`config.mk`:
```
export PLATFORM = sky130hd
export DESIGN_NAME = dma_lock_arbiter
export DESIGN_NICKNAME = d
export VERILOG_FILES = /design/src/rtl/dma_arb_pkg.sv /design/src/rtl/dma_arb_pick.sv /design/src/rtl/dma_arb_own.sv /design/src/rtl/dma_lock_arbiter.sv
export SDC_FILE = /design/constraint.sdc
export NUM_CORES = 1
export LEC_CHECK = 0
export BUFFER_PORTS_ARGS = -buffer_cell sky130_fd_sc_hd__buf_2
export CORE_MARGIN = 8
export CORE_UTILIZATION = 41
export CTS_BUF_LIST = sky130_fd_sc_hd__clkbuf_8 sky130_fd_sc_hd__clkbuf_16
export CTS_CLUSTER_DIAMETER = 50
export DETAILED_ROUTE_END_ITERATION = 16
export PLACE_DENSITY = 0.76
export SKIP_CTS_REPAIR_TIMING = 1
export SLEW_MARGIN = 20
export SYNTH_ARGS = -nofsm -noshare
export SYNTH_HDL_FRONTEND = slang
export SYNTH_SLANG_ARGS = --single-unit
```
`constraint.sdc`:
```
create_clock -name clk_i -period 1.5 [get_ports clk_i]
set_clock_uncertainty 0.05 [all_clocks]
set_input_delay 0 -clock clk_i [delete_from_list [all_inputs] [get_ports clk_i]]
set_output_delay 0 -clock clk_i [all_outputs]
set_load 0.005 [all_outputs]
```
`src/rtl/dma_arb_pkg.sv`:
```
package dma_arb_pkg;
  typedef enum logic [1:0] {
    SCOPE_XFER = 2'b00,
    SCOPE_BLK  = 2'b01,
    SCOPE_TXN  = 2'b10
  } own_scope_e;
endpackage

```
`src/rtl/dma_arb_pick.sv`:
```
module dma_arb_pick #(
  parameter int NUM_CH = 4,
  parameter int PRIO_W = 3,
  localparam int IDX_W = (NUM_CH > 1) ? $clog2(NUM_CH) : 1
) (
  input  logic [NUM_CH-1:0]        cand_i,
  input  logic [NUM_CH*PRIO_W-1:0] prio_i,
  output logic [NUM_CH-1:0]        win_oh_o,
  output logic [IDX_W-1:0]         win_idx_o,
  output logic                     win_vld_o
);
  logic [PRIO_W-1:0] best_p;

  // ascending scan with strict compare: lower index keeps ties
  always_comb begin
    win_vld_o = 1'b0;
    win_idx_o = '0;
    best_p    = '0;
    for (int i = 0; i < NUM_CH; i++) begin
      if (cand_i[i] && (!win_vld_o || prio_i[i*PRIO_W +: PRIO_W] > best_p)) begin
        win_vld_o = 1'b1;
        win_idx_o = IDX_W'(i);
        best_p    = prio_i[i*PRIO_W +: PRIO_W];
      end
    end
  end

  always_comb begin
    win_oh_o = '0;
    if (win_vld_o) win_oh_o[win_idx_o] = 1'b1;
  end
endmodule

```
`src/rtl/dma_arb_own.sv`:
```
module dma_arb_own
  import dma_arb_pkg::*;
#(
  parameter bit LOCK_EN = 1'b1
) (
  input  logic       clk_i,
  input  logic       rst_ni,
  input  logic       load_i,
  input  logic       set_i,
  input  logic [1:0] lvl_i,
  input  logic       txn_end_i,
  input  logic       blk_end_i,
  input  logic       xfer_end_i,
  output logic       active_o,
  output logic       hold_o
);
  generate
    if (LOCK_EN) begin : g_own
      logic       own_q;
      logic [1:0] lvl_q;
      logic       match;

      always_ff @(posedge clk_i or negedge rst_ni) begin
        if (!rst_ni) begin
          own_q <= 1'b0;
          lvl_q <= SCOPE_XFER;
        end else if (load_i) begin
          own_q <= set_i;
          lvl_q <= lvl_i;
        end
      end

      // scope 1x -> transaction, 01 -> block, 00 -> transfer
      always_comb begin
        if (lvl_q[1])      match = txn_end_i;
        else if (lvl_q[0]) match = blk_end_i;
        else               match = 1'b0;
      end

      assign active_o = own_q;
      assign hold_o   = own_q && !match && !xfer_end_i;
    end else begin : g_no_own
      logic unused_own;
      assign unused_own = ^{clk_i, rst_ni, load_i, set_i, lvl_i,
                            txn_end_i, blk_end_i, xfer_end_i};
      assign active_o = 1'b0;
      assign hold_o   = 1'b0;
    end
  endgenerate
endmodule

```
`src/rtl/dma_lock_arbiter.sv`:
```
module dma_lock_arbiter #(
  parameter int NUM_CH  = 4,
  parameter int PRIO_W  = 3,
  parameter bit LOCK_EN = 1'b1,
  localparam int IDX_W  = (NUM_CH > 1) ? $clog2(NUM_CH) : 1
) (
  input  logic                     clk_i,
  input  logic                     rst_ni,
  input  logic [NUM_CH-1:0]        req_i,
  input  logic [NUM_CH*PRIO_W-1:0] prio_i,
  input  logic [NUM_CH-1:0]        own_en_i,
  input  logic [NUM_CH*2-1:0]      own_lvl_i,
  input  logic [NUM_CH-1:0]        susp_i,
  input  logic                     txn_end_i,
  input  logic                     blk_end_i,
  input  logic                     xfer_end_i,
  output logic [NUM_CH-1:0]        gnt_o,
  output logic                     gnt_valid_o
);
  logic [NUM_CH-1:0] gnt_q;
  logic [NUM_CH-1:0] win_oh;
  logic [IDX_W-1:0]  win_idx;
  logic              win_vld;
  logic              have, owner_req, owner_susp, boundary;
  logic              own_active, own_hold, rearb;

  dma_arb_pick #(.NUM_CH(NUM_CH), .PRIO_W(PRIO_W)) u_pick (
    .cand_i    (req_i & ~susp_i),
    .prio_i    (prio_i),
    .win_oh_o  (win_oh),
    .win_idx_o (win_idx),
    .win_vld_o (win_vld)
  );

  assign have       = |gnt_q;
  assign owner_req  = |(gnt_q & req_i);
  assign owner_susp = |(gnt_q & susp_i);
  assign boundary   = txn_end_i | blk_end_i | xfer_end_i;

  // re-arbitrate when idle, owner gone, or at a boundary not covered by ownership
  assign rearb = !have || !owner_req || owner_susp || (boundary && !own_hold);

  dma_arb_own #(.LOCK_EN(LOCK_EN)) u_own (
    .clk_i      (clk_i),
    .rst_ni     (rst_ni),
    .load_i     (rearb),
    .set_i      (win_vld && own_en_i[win_idx]),
    .lvl_i      (own_lvl_i[win_idx*2 +: 2]),
    .txn_end_i  (txn_end_i),
    .blk_end_i  (blk_end_i),
    .xfer_end_i (xfer_end_i),
    .active_o   (own_active),
    .hold_o     (own_hold)
  );

  always_ff @(posedge clk_i or negedge rst_ni) begin
    if (!rst_ni)    gnt_q <= '0;
    else if (rearb) gnt_q <= win_oh;
  end

  assign gnt_o       = gnt_q;
  assign gnt_valid_o = have;
endmodule


```
# ---- Yosys cells after proc, flatten, opt, wreduce, memory -nomap -nowiden
# Index checks and enable logic that the tools add are counted.
dict set report word_totals {
  regBits 7
  n_memories 0
  rom_bits 0
  inputBits 37
  ramBits 0
  latchBits 0
}
dict set report classes {
  n_bitwise 6
  n_shift 1
  div 0
  addsub 0
  n_eq_ne 0
  n_reduce_logical 25
  n_mux 17
  n_lt_le_gt_ge 5
  mul 0
}
# operator count
set ops {}
lappend ops {{4-bit bitwise AND} 3}
lappend ops {{4-bit OR reduction} 3}
lappend ops {{3-bit > comparator} 3}
lappend ops {{1-bit two-way mux} 9}
lappend ops {{3-bit two-way mux} 3}
lappend ops {{1-bit logical AND} 8}
lappend ops {{1-bit logical NOT} 8}
lappend ops {{8-bit by 4-bit indexed part select with 2-bit output} 1}
lappend ops {{1-bit logical OR} 6}
lappend ops {{2-bit two-way mux} 2}
lappend ops {{4-bit two-way mux} 1}
lappend ops {{4-bit NOT} 1}
lappend ops {{2-bit by 3-bit < comparator with 1-bit output (second input constant)} 1}
lappend ops {{1-bit binary-select mux with 2-bit select} 1}
lappend ops {{1-bit demux with 2-bit select} 1}
lappend ops {{2-bit by 1-bit greater-or-equal comparator with 1-bit output (second input constant)} 1}
lappend ops {{1-bit bitwise OR} 2}

# ---- Logic depth before layout (Yosys ltp)
# Gate-level depths: netlist (run 1).
dict set report logic_depth {
  ltp_word 20
  depth_mapped 20
  ltp_nobuf 19
}

# ---- Hierarchy
# From an unflattened synthesis (run 1), not the netlist that was laid out.
dict set report unflattened {
  cells_unflattened 88
  area_unflattened_um2 859.6
}
# module n_inst seq_area_each_um2 cells_each area_per_inst_um2
set by_module_without_submodules {}
lappend by_module_without_submodules {dma_arb_pick 1 0.0 53 394.1}
lappend by_module_without_submodules {dma_lock_arbiter 1 100.1 26 335.3}
lappend by_module_without_submodules {dma_arb_own 1 75.1 9 130.1}

# ---- Least setup slack after synthesis (run 1)
# OpenSTA, ideal clock, no wires.
dict set report synth_timing {
  path_kind {in2reg}
  startpoint {input req_i[0]}
  endpoint {register u_own.g_own.lvl_q[0]}
  required_ns 1.368
  stages 19
  path_slack_ns -2.444
  setup_ns 0.082
  arrival_time_ns 3.812
  cell_sequence {nor2b_4 nand2_1 ha_1 a21oi_1 o211ai_2 nand2_1 mux2_2 ha_1 nand3b_1 o211a_1 or3_4 buf_2 mux2_2 ha_1 and3_1 a21oi_1 o21a_1 or3b_1 a31oi_1}
}
dict set report synth_via {
  elab_chain_cells 15
}
# item line
set synth_lines {}
lappend synth_lines {{start: declaration} dma_lock_arbiter.sv:9} ;# input logic [NUM_CH-1:0] req_i,
lappend synth_lines {{4-bit bitwise AND} dma_lock_arbiter.sv:28} ;# .cand_i (req_i & ~susp_i),
lappend synth_lines {{3-bit two-way mux / 1-bit two-way mux (equally long branches)} dma_arb_pick.sv:20} ;# if (cand_i[i] && (!win_vld_o || prio_i[i*PRIO_W +: PRIO_W] > best_p)) begin
lappend synth_lines {{3-bit > comparator / 1-bit logical NOT (equally long branches)} dma_arb_pick.sv:20}
lappend synth_lines {{1-bit logical OR} dma_arb_pick.sv:20}
lappend synth_lines {{1-bit logical AND} dma_arb_pick.sv:20}
lappend synth_lines {{3-bit two-way mux / 1-bit two-way mux (equally long branches)} dma_arb_pick.sv:20}
lappend synth_lines {{3-bit > comparator / 1-bit logical NOT (equally long branches)} dma_arb_pick.sv:20}
lappend synth_lines {{1-bit logical OR} dma_arb_pick.sv:20}
lappend synth_lines {{1-bit logical AND} dma_arb_pick.sv:20}
lappend synth_lines {{3-bit two-way mux / 1-bit two-way mux (equally long branches)} dma_arb_pick.sv:20}
lappend synth_lines {{3-bit > comparator / 1-bit logical NOT (equally long branches)} dma_arb_pick.sv:20}
lappend synth_lines {{1-bit logical OR} dma_arb_pick.sv:20}
lappend synth_lines {{1-bit logical AND} dma_arb_pick.sv:20}
lappend synth_lines {{2-bit two-way mux} dma_arb_pick.sv:20}
lappend synth_lines {{8-bit by 4-bit indexed part select with 2-bit output} dma_lock_arbiter.sv:48} ;# .lvl_i (own_lvl_i[win_idx*2 +: 2]),
lappend synth_lines {{end signal: assignment} dma_arb_own.sv:29} ;# lvl_q <= lvl_i;
lappend synth_lines {{end: declaration} dma_arb_own.sv:20} ;# logic [1:0] lvl_q;
# Several ways; a longest one is shown, not always the timed one.
# A chain may end at the register's enable or synchronous reset.

# ---- Worst setup path after layout (run 1)
dict set report layout_timing {
  startpoint {input susp_i[0]}
  endpoint {register u_own.g_own.lvl_q[0]}
}
dict set report layout_via {
  elab_chain_cells 16
}
# item line
set layout_lines {}
lappend layout_lines {{start: declaration} dma_lock_arbiter.sv:13} ;# input logic [NUM_CH-1:0] susp_i,
lappend layout_lines {{4-bit NOT} dma_lock_arbiter.sv:28}
lappend layout_lines {{4-bit bitwise AND} dma_lock_arbiter.sv:28}
lappend layout_lines {{3-bit two-way mux / 1-bit two-way mux (equally long branches)} dma_arb_pick.sv:20}
lappend layout_lines {{3-bit > comparator / 1-bit logical NOT (equally long branches)} dma_arb_pick.sv:20}
lappend layout_lines {{1-bit logical OR} dma_arb_pick.sv:20}
lappend layout_lines {{1-bit logical AND} dma_arb_pick.sv:20}
lappend layout_lines {{3-bit two-way mux / 1-bit two-way mux (equally long branches)} dma_arb_pick.sv:20}
lappend layout_lines {{3-bit > comparator / 1-bit logical NOT (equally long branches)} dma_arb_pick.sv:20}
lappend layout_lines {{1-bit logical OR} dma_arb_pick.sv:20}
lappend layout_lines {{1-bit logical AND} dma_arb_pick.sv:20}
lappend layout_lines {{3-bit two-way mux / 1-bit two-way mux (equally long branches)} dma_arb_pick.sv:20}
lappend layout_lines {{3-bit > comparator / 1-bit logical NOT (equally long branches)} dma_arb_pick.sv:20}
lappend layout_lines {{1-bit logical OR} dma_arb_pick.sv:20}
lappend layout_lines {{1-bit logical AND} dma_arb_pick.sv:20}
lappend layout_lines {{2-bit two-way mux} dma_arb_pick.sv:20}
lappend layout_lines {{8-bit by 4-bit indexed part select with 2-bit output} dma_lock_arbiter.sv:48}
# Several ways; a longest one is shown, not always the timed one.

==> metrics, run 1 <==
Die ar.=0.00376 mm²; Root Buffer=clkbuf_8; min-delay worst type=primary input to flop; Slew HR=approximately 70%; failing checks=setup timing; WP data required=between 1500 and 2000 ps; power per standard cell area=about 650 mW/mm²; register share of total power=a little under a quarter; PortBufs=41; R2R depth=6; slack of the critical path=-2260 ps; GR met2 Demand/Resource=28.8%; most instantiated cells after synthesis=nand2_1, a21oi_1, ha_1; Netlist cell types=38; FF+latch area=~180 µm²; synthesized net count=150; Synth Flop Type=dfrtp_1; Synth Area per Inst=about 8 µm²; # rows=16; Initial Util=a little over two fifths; Post-synth ARST share=between 90% and 100%; Crit path max-delay family=simple AND/OR/NAND/NOR gates; Synthesis Warnings=0; TNS Setup=-15020 ps; nets@finish=roughly 230; Hold EP=u_own.g_own.lvl_q[0]; CP max FO=6; mean number of vias per cell=5.77; Core Region=0.00194 mm²; Worst Path Buf+Inv=1; clock tree sinks=7; Min Clock Period, post-route=~3800 ps; worst ir drop on vdd=between 0.8 and 0.9 mV; reg2reg start=u_own.g_own.lvl_q[1]; Crit-path slowest cell=or3_4; multi-input logic area=approximately 800 µm²; slew at the pin closest to its max-slew limit=approximately 460 ps; worst hold slack=30.9 ps; NetSw=0.339 mW; Cell Chain, Critical Path=buf_8 > nor2b_4 > nand2_2 > ha_4 > nand2_4 > o211ai_4 > nand2_2 > mux2_4 > ha_4 > nand3b_1 > o211a_1 > or3_4 > nor2_1 > a21o_1 > ha_1 > a21oi_2 > a21oi_4 > o21a_4 > or3b_1 > a31oi_1; die width=61.4 µm; Fmax=~270 MHz; drt wl/cell=between 15 and 20 µm; router iterations before antenna repair=4; antenna violations before repair=0; status=finished with violations; Area Growth Syn to Fin=84.4%; met1 GRT Util=between 10% and 20%; clk slew on worst S/H paths=~40 ps; CP endpoint kind=flop; Mapped Area=~840 µm²; Remaining Overflow, GRT=0; total global routing track utilization=between 10% and 20%; worst reg2reg setup slack=-100 ps; top area cells in the synthesized netlist=dfrtp_1, ha_1, a21oi_1; Worst Path Class, Setup=primary input to flop; I/O pin count=between 40 and 50; diodes inserted=0; DRT antenna net count=0; Comb power frac=51.0%; max-slew violations=0; Most Crowded Layer GR=met2; Die Ht=a little over 60 µm; switching share of power=roughly a third; initial DRC count=57; # fillers=between 100 and 150; worst skew pair latency=230 ps; RSZ-0062 raised after global routing=true; post-synth top area share=around 21%; Leak=around 0.76 nW; Hold Crit Start=own_lvl_i[6]; Final period util=251%; biggest area consumer among synthesized cells=dfrtp_1; Max clock buf depth=2; vias in the first global route=roughly 1200; met3 Use GR=under 10%; first-pass GRT wire length=between 4000 and 5000 µm; vias after detailed routing=1200; Post-synth EDFFs=0; Post-Synthesis Cells=around 100; count leader, synth=nand2_1; Internal=between 0.6 and 0.7 mW; nature of the critical path startpoint=primary input; clock share of power=approximately a quarter; largest net degree at the start of global routing=9; CTS tree=built; share of cells above drive strength 1=a little under three fifths; post-DP HPWL=about 2500 µm; Final Hold Viols=0; RR Endpoint=u_own.active_o; max-cap check violation count=0; global placer's final weighted congestion=between 0.8 and 0.9; #FFs+latches synth=7; Residual DRC=0; crit path DAT=between 3000 and 4000 ps; slowest stage delay, CP=between 400 and 500 ps; post-synthesis sequential area ratio=between 20% and 30%; wirelength, routed=between 3000 and 4000 µm; Finish-stage setup viols=7; htree depth=1; utilization after layout=80.1%; WHS Path Cells=3; TritonCTS Buffers=3
-- stage by stage --
stage	instances	setup WS (ps)	total power [mW]	area [µm²]
2_1_floorplan	104	-2360	0.459	927
3_3_place_gp	198	-2270	0.644	1360
3_5_place_dp	198	-2410	0.659	1360
4_1_cts	202	-2190	0.923	1410
5_1_grt	208	-2450	1.07	1560
6_report	208	-2260	1.01	1560
-- cell usage in the layout, fill, tap and decap left out, types with 2 or more instances in the layout --
master	synthesis	layout
a21o_1	2	2
a21oi_2	0	2
or3b_1	2	2
nand2_1	12	8
mux2_4	0	2
o21ai_0	6	3
o211ai_1	2	2
o221ai_1	2	2
ha_1	9	4
a31oi_1	4	3
nand2b_1	4	4
o21ai_1	0	3
buf_4	0	33
a21boi_0	2	2
clkbuf_8	0	3
a21oi_1	9	5
dfrtp_1	7	7
nor2b_1	3	3
a22oi_1	2	2
nand2_2	0	3
buf_2	1	39
inv_1	5	6
a21oi_4	0	2
ha_4	0	5
nor2_1	5	5
nand3b_1	3	3
and3_1	4	3
-- cell families (layout without fill, tap and decap cells) --
family,after synthesis,count (layout),synth area share (%)
buffers and inverters,7,84,3.26
DFF,7,7,20.8
and+or+nand+nor,41,41,28.2
muxes,2,2,2.67
AOI/OAI and AO/OA,38,38,31.7
adders and majority gates,9,9,13.4
-- worst max path at each step --
stage	from	to	slack [ps]	cells after the start
final	susp_i[0]	u_own.g_own.lvl_q[0]	-2260	20
after global routing	req_i[0]	u_own.g_own.lvl_q[0]	-2450	21
after CTS	susp_i[0]	u_own.active_o	-2190	19
after detailed placement	susp_i[0]	u_own.g_own.lvl_q[0]	-2410	19
after global placement	susp_i[0]	u_own.g_own.lvl_q[0]	-2270	19
after floorplan	req_i[0]	u_own.g_own.lvl_q[0]	-2360	19
-- final cells by class --
class,instances,area share [%]
sequential,7,11.3
tap,27,2.17
inverter,5,1.21
timing repair buffer,75,30.8
clock buffer,3,2.65
clock inverter,1,0.241
multi-input combinational,90,51.6
-- tightest hold or removal path: cells and delay by family --
kind | cells | cell delay (ps)
AOI/OAI and AO/OA | 2 | 190
buffers and inverters | 1 | 70
-- flip-flops by register name, indices dropped and copies added, names as in the netlist --
signal,flops
gnt_o,4
u_own.g_own.lvl_q,2
u_own.active_o,1
-- power groups by stage --
stage / clock, mW / sequential (mW) / combinational (mW)
detailed placement: 0 / 0.237 / 0.422
finish: 0.259 / 0.235 / 0.514
floorplan: 0 / 0.241 / 0.218
global placement: 0 / 0.236 / 0.409
CTS: 0.263 / 0.234 / 0.425
global route: 0.276 / 0.237 / 0.559
-- metal layers --
metal,vias up,wire (µm)
li1,555,-
met1,557,1360
met2,76,1750
met3,12,339
met4,0,92
met5,-,0
Note: power is estimated with default switching activity, not from simulation.
==> inputs of run 2 (changes only) <==
--- a/config.mk
+++ b/config.mk
@@ -6,11 +6,13 @@
 export NUM_CORES = 1
 export LEC_CHECK = 0
 export BUFFER_PORTS_ARGS = -buffer_cell sky130_fd_sc_hd__buf_2
+export CAP_MARGIN = 30
 export CORE_MARGIN = 8
 export CORE_UTILIZATION = 41
 export CTS_BUF_LIST = sky130_fd_sc_hd__clkbuf_8 sky130_fd_sc_hd__clkbuf_16
 export CTS_CLUSTER_DIAMETER = 50
 export DETAILED_ROUTE_END_ITERATION = 16
+export GPL_TIMING_DRIVEN = 0
 export PLACE_DENSITY = 0.76
 export SKIP_CTS_REPAIR_TIMING = 1
 export SLEW_MARGIN = 20
==> constraint.sdc (replaced) <==
create_clock -name clk_i -period 1.5 [get_ports clk_i]
set_clock_uncertainty 0.05 [all_clocks]
set_input_delay 0.075 -clock clk_i [delete_from_list [all_inputs] [get_ports clk_i]]
set_output_delay 0.075 -clock clk_i [all_outputs]
set_load 0.005 [all_outputs]
==> run 2 against run 1 <==
The run still ends with setup timing left. Highest routed layer unchanged. Core utilization decreased by 6.1 points. Final cell count fell by 8.2%. Final area shrank 7.6%. Worst setup slack got worse by 180 ps. Critical endpoint is now u_own.g_own.lvl_q[1].
==> metrics, run 2 (synthesized netlist as in run 1, its figures left out) <==
nature of the critical path startpoint=primary input; Residual DRC=0; Die ar.=about 0.0038 mm²; Crit-path slowest cell=or3_4; diodes inserted=0; vias in the first global route=roughly 1000; clk slew on worst S/H paths=40 ps; worst reg2reg setup slack=-400 ps; Worst Path Buf+Inv=2; Largest register FFs=4; Slew HR=about two thirds; PortBufs=41; Min Clock Period, post-route=about 3900 ps; htree depth=1; failing checks=setup timing; Final period util=262%; worst hold slack=115 ps; CP max FO=6; share of cells above drive strength 1=about half; utilization after layout=about three quarters; max-cap check violation count=0; vias after detailed routing=~1100; CP endpoint kind=flop; Final Non-Filler Cells=191; most frequent cells in the layout=buf_2, buf_4, nand2_1; antenna violations before repair=0; worst ir drop on vdd=~0.67 mV; Die Ht=approximately 60 µm; cell mode on critical path=ha_4; mean number of vias per cell=between 5 and 6; status=finished with violations; router iterations before antenna repair=4; global placer's final weighted congestion=0.806; worst skew pair latency=230 ps; DRT antenna net count=0; slowest stage delay, CP=just over 400 ps; reg2reg start=u_own.g_own.lvl_q[1]; Worst Path Class, Setup=primary input to flop; die width=61.4 µm; Root Buffer=clkbuf_8; initial DRC count=35; Max clock buf depth=2; RR Endpoint=u_own.g_own.lvl_q[0]; power per standard cell area=between 600 and 700 mW/mm²; post-DP HPWL=~2200 µm; R2R depth=6; Finish-stage setup viols=7; Place WS=-2980 ps; Final Hold Viols=0; CTS tree=built; drt wl/cell=about 15 µm; Fmax=254 MHz; max-slew violations=0; WP data required=1600 ps; Leak=0.673 nW; slew at the pin closest to its max-slew limit=around 510 ps; min-delay worst type=primary input to flop; Initial Util=a little over two fifths; Cell Chain, Critical Path=buf_6 > nor2b_4 > nand2_2 > ha_4 > nand2_4 > o211ai_4 > nand2_2 > mux2_4 > ha_4 > nand3b_1 > o211a_1 > or3_4 > buf_6 > mux2_4 > ha_4 > and3_4 > a21oi_4 > o21a_4 > or3b_1 > a31oi_1; Core Region=between 0.0015 and 0.002 mm²; clock tree sinks=7; TNS Setup=-16090 ps; nets@finish=around 210; Hold EP=u_own.g_own.lvl_q[0]; TritonCTS Buffers=3; I/O pin count=42; slack of the critical path=-2440 ps; Placed Instances=around 170; largest net degree at the start of global routing=11; crit path DAT=between 4000 and 5000 ps; wirelength, routed=2870 µm; first-pass GRT wire length=4060 µm; Remaining Overflow, GRT=0; WHS Path Cells=3; total global routing track utilization=14.2%; Area Growth Syn to Fin=70.3%; # rows=16; Hold Crit Start=own_lvl_i[6]; Crit path max-delay family=simple AND/OR/NAND/NOR gates; RSZ-0062 raised after global routing=true; most common cell after layout, fill and taps aside=buf_2; # fillers=155
-- run 2: changes by cell type in the layout (fill, tap and decap cells not counted), sizes merged --
cell / delta
clkbuf: +1
buf: -18
-- run 2: how the worst max path moves through the flow --
stage               startpoint                    to  slack, ps  depth (start not counted)
detailed placement    req_i[0]  u_own.g_own.lvl_q[1]      -2980                         20
CTS                   req_i[0]  u_own.g_own.lvl_q[1]      -2750                         20
floorplan             req_i[0]  u_own.g_own.lvl_q[0]      -2430                         19
global placement      req_i[0]  u_own.g_own.lvl_q[1]      -2850                         20
global route          req_i[0]  u_own.g_own.lvl_q[1]      -2580                         20
finish                req_i[0]  u_own.g_own.lvl_q[1]      -2440                         20
-- run 2: area by class of cell --
class	instances	area (µm²)	area share (%)
Timing Repair Buffer	56	334	23.3
Multi-Input combinational cell	90	815	56.7
Clock buffer	3	41.3	2.87
Sequential cell	7	175	12.2
Tap cell	27	33.8	2.35
Inverter	5	18.8	1.31
Buffer	2	15.0	1.05
Clock inverter	1	3.75	0.261
-- run 2: report_power, final --
part | switching (mW) | total [mW] | internal (mW)
registers | 0.0248 | 0.242 | 0.218
clock network | 0.0872 | 0.264 | 0.177
logic | 0.211 | 0.447 | 0.236
-- run 2: worst min-delay path: stages --
cell	delay, ps
buf_2	80
a21oi_1	50
a31oi_1	150
-- run 2: per-stage QoR --
stage / cell area, µm² / total power, mW
2_1_floorplan: 927 / 0.459
3_3_place_gp: 1170 / 0.571
3_5_place_dp: 1170 / 0.584
4_1_cts: 1210 / 0.853
5_1_grt: 1440 / 1.02
6_report: 1440 / 0.954
-- run 2: routing by layer --
metal / vias up / part of all wire, % / track usage, %
met5: - / 0 / 0
met4: 0 / 1.8 / 6.82
met3: 7 / 6.7 / 3.97
met2: 43 / 44 / 23.1
met1: 479 / 47 / 16.7
li1: 524 / - / -
==> inputs of run 3 (changes only) <==
--- a/config.mk
+++ b/config.mk
@@ -13,9 +13,10 @@
 export CTS_CLUSTER_DIAMETER = 50
 export DETAILED_ROUTE_END_ITERATION = 16
 export GPL_TIMING_DRIVEN = 0
-export PLACE_DENSITY = 0.76
+export PLACE_DENSITY = 0.75
 export SKIP_CTS_REPAIR_TIMING = 1
 export SLEW_MARGIN = 20
 export SYNTH_ARGS = -nofsm -noshare
 export SYNTH_HDL_FRONTEND = slang
+export SYNTH_HIERARCHICAL = 1
 export SYNTH_SLANG_ARGS = --single-unit
==> run 3 against run 2 <==
The flow still finishes with violations (setup timing). Fmax is 14% lower. Non-clock buffer count is 3 lower. Register-to-register slack better by 140 ps. Final cell count is 9.4% lower.
==> metrics, run 3 <==
DRT antenna net count=0; Final Hold Viols=0; slack of the critical path=-3060 ps; Die ar.=~0.0038 mm²; met3 Use GR=2.47%; first-pass GRT wire length=3580 µm; CTS tree=built; Crit-path slowest cell=mux4_2; Place WS=-3480 ps; Initial Util=43.8%; Die Ht=roughly 62 µm; Largest register FFs=4; vias after detailed routing=around 900; CP endpoint kind=flop; worst skew pair latency=230 ps; Core Region=approximately 0.0020 mm²; CP max FO=5; clk slew on worst S/H paths=40 ps; Slew HR=between 60% and 70%; initial DRC count=35; status=finished with violations; met1 GRT Util=12.9%; Final period util=304%; diodes inserted=0; Tot Pwr=between 1 and 1.5 mW; power per standard cell area=690 mW/mm²; biggest area consumer among synthesized cells=dfrtp_1; share of cells above drive strength 1=65.8%; drt wl/cell=about 15 µm; Fmax=between 200 and 250 MHz; Leak=0.715 nW; Worst Path Class, Setup=primary input to flop; top area cells in the synthesized netlist=dfrtp_1, ha_1, mux2_2; post-DP HPWL=between 1500 and 2000 µm; TNS Setup=-19220 ps; TritonCTS Buffers=3; Post-synth EDFFs=0; largest net degree at the start of global routing=11; clock tree sinks=7; worst ir drop on vdd=around 0.37 mV; max-cap check violation count=0; Min Clock Period, post-route=about 4600 ps; Synthesis Warnings=6; Most Crowded Layer GR=met2; post-synth top area share=between 20% and 30%; antenna violations before repair=0; GR met2 Demand/Resource=a little under a quarter; I/O pin count=42; RSZ-0062 raised after global routing=true; Mapped Area=about 860 µm²; most common cell after layout, fill and taps aside=buf_2; Max clock buf depth=2; nature of the critical path startpoint=primary input; # rows=16; Finish-stage setup viols=8; synthesized net count=between 100 and 150; die width=61.8 µm; crit path DAT=between 4000 and 5000 ps; vias in the first global route=between 800 and 900; mean number of vias per cell=roughly 5.2; Synth Area per Inst=9.77 µm²; wirelength, routed=approximately 2600 µm; most instantiated cells after synthesis=ha_1, inv_1, dfrtp_1; #FFs+latches synth=7; htree depth=1; Remaining Overflow, GRT=0; max-slew violations=0; global placer's final weighted congestion=~0.75; Post-Synthesis Cells=slightly below 90; post-synthesis sequential area ratio=20.4%; nets@finish=~190; min-delay worst type=primary input to async pin; Post-synth ARST share=100%; slowest stage delay, CP=a little over 500 ps; Netlist cell types=33; Synth Flop Type=dfrtp_1; router iterations before antenna repair=4; PortBufs=between 40 and 50; Area Growth Syn to Fin=68.8%; total global routing track utilization=about an eighth; WP data required=roughly 1600 ps; Residual DRC=0; Root Buffer=clkbuf_8; slew at the pin closest to its max-slew limit=552 ps; failing checks=setup timing; most frequent cells in the layout=buf_2, inv_1, buf_4; Cell Chain, Critical Path=buf_8 > nor2b_4 > buf_6 > and2_4 > ha_4 > and3b_1 > o21ai_2 > or2_4 > a32oi_2 > ha_1 > nor2b_4 > o21a_1 > o311a_4 > mux2_4 > ha_4 > nor2b_4 > o21ai_2 > a32oi_2 > o21ai_2 > o21ai_4 > mux4_2 > and2_4 > mux2_4
==> run 3: path summary, 6_finish.rpt <==
check	start	end	slack [ps]	cells past startpoint
max in group asynchronous	rst_ni	gnt_o[0]	1090	2
min	rst_ni	gnt_o[1]	150	2
max reg2reg	gnt_o[1]	u_own/active_o	-260	5
min in group clk_i	own_lvl_i[0]	u_own/g_own.lvl_q[0]	260	3
max	req_i[0]	u_own/active_o	-3060	23
min reg2reg	u_own/active_o	u_own/active_o	470	1
==> run 3: worst max-delay path, delay by kind of cell <==
family          cells  cell delay [ps]
compound gates      8             1400
simple gates        7             1140
mux                 3             1080
fa+ha+maj           3              700
buf+inv             2              220
==> run 3: cell type report <==
class | instances | area [µm²]
flip-flops and latches | 7 | 176
repair buffers | 54 | 337
multi-input cells | 71 | 815
plain buffers | 1 | 11.3
clock inverters | 1 | 3.75
inverters | 9 | 33.8
well taps | 27 | 33.8
fillers | 137 | 510
clock buffers | 3 | 41.3
==> run 3: cell families after synthesis <==
family	Yosys count	share of synthesized area (%)
compound gates	19	19.4
fa+ha+maj	9	13.1
buf+inv	10	4.51
flops	7	20.4
mux	13	21.0
simple gates	30	21.7
==> run 3: stage by stage <==
step / hold slack, ps / instances / cell area [µm²] / util (%)
2_1_floorplan: -271 / 88 / 926 / -
3_3_place_gp: -142 / 156 / 1160 / 59.4
3_5_place_dp: -140 / 156 / 1160 / 59.4
4_1_cts: -383 / 160 / 1210 / 61.7
5_1_grt: 160 / 173 / 1450 / 74.0
6_report: 149 / 173 / 1450 / 74.0
==> run 3: layer usage <==
layer	vias up	share of wire (%)	wire length [µm]
met5	-	0	0
met4	0	2.2	57
met3	5	6.0	158
met2	31	51	1340
met1	412	41	1090
li1	444	-	-
==> run 3: report_power, final <==
part	switching, mW	internal [mW]
logic	0.200	0.297
registers	0.0252	0.218
clock network	0.0837	0.177
total	0.309	0.692
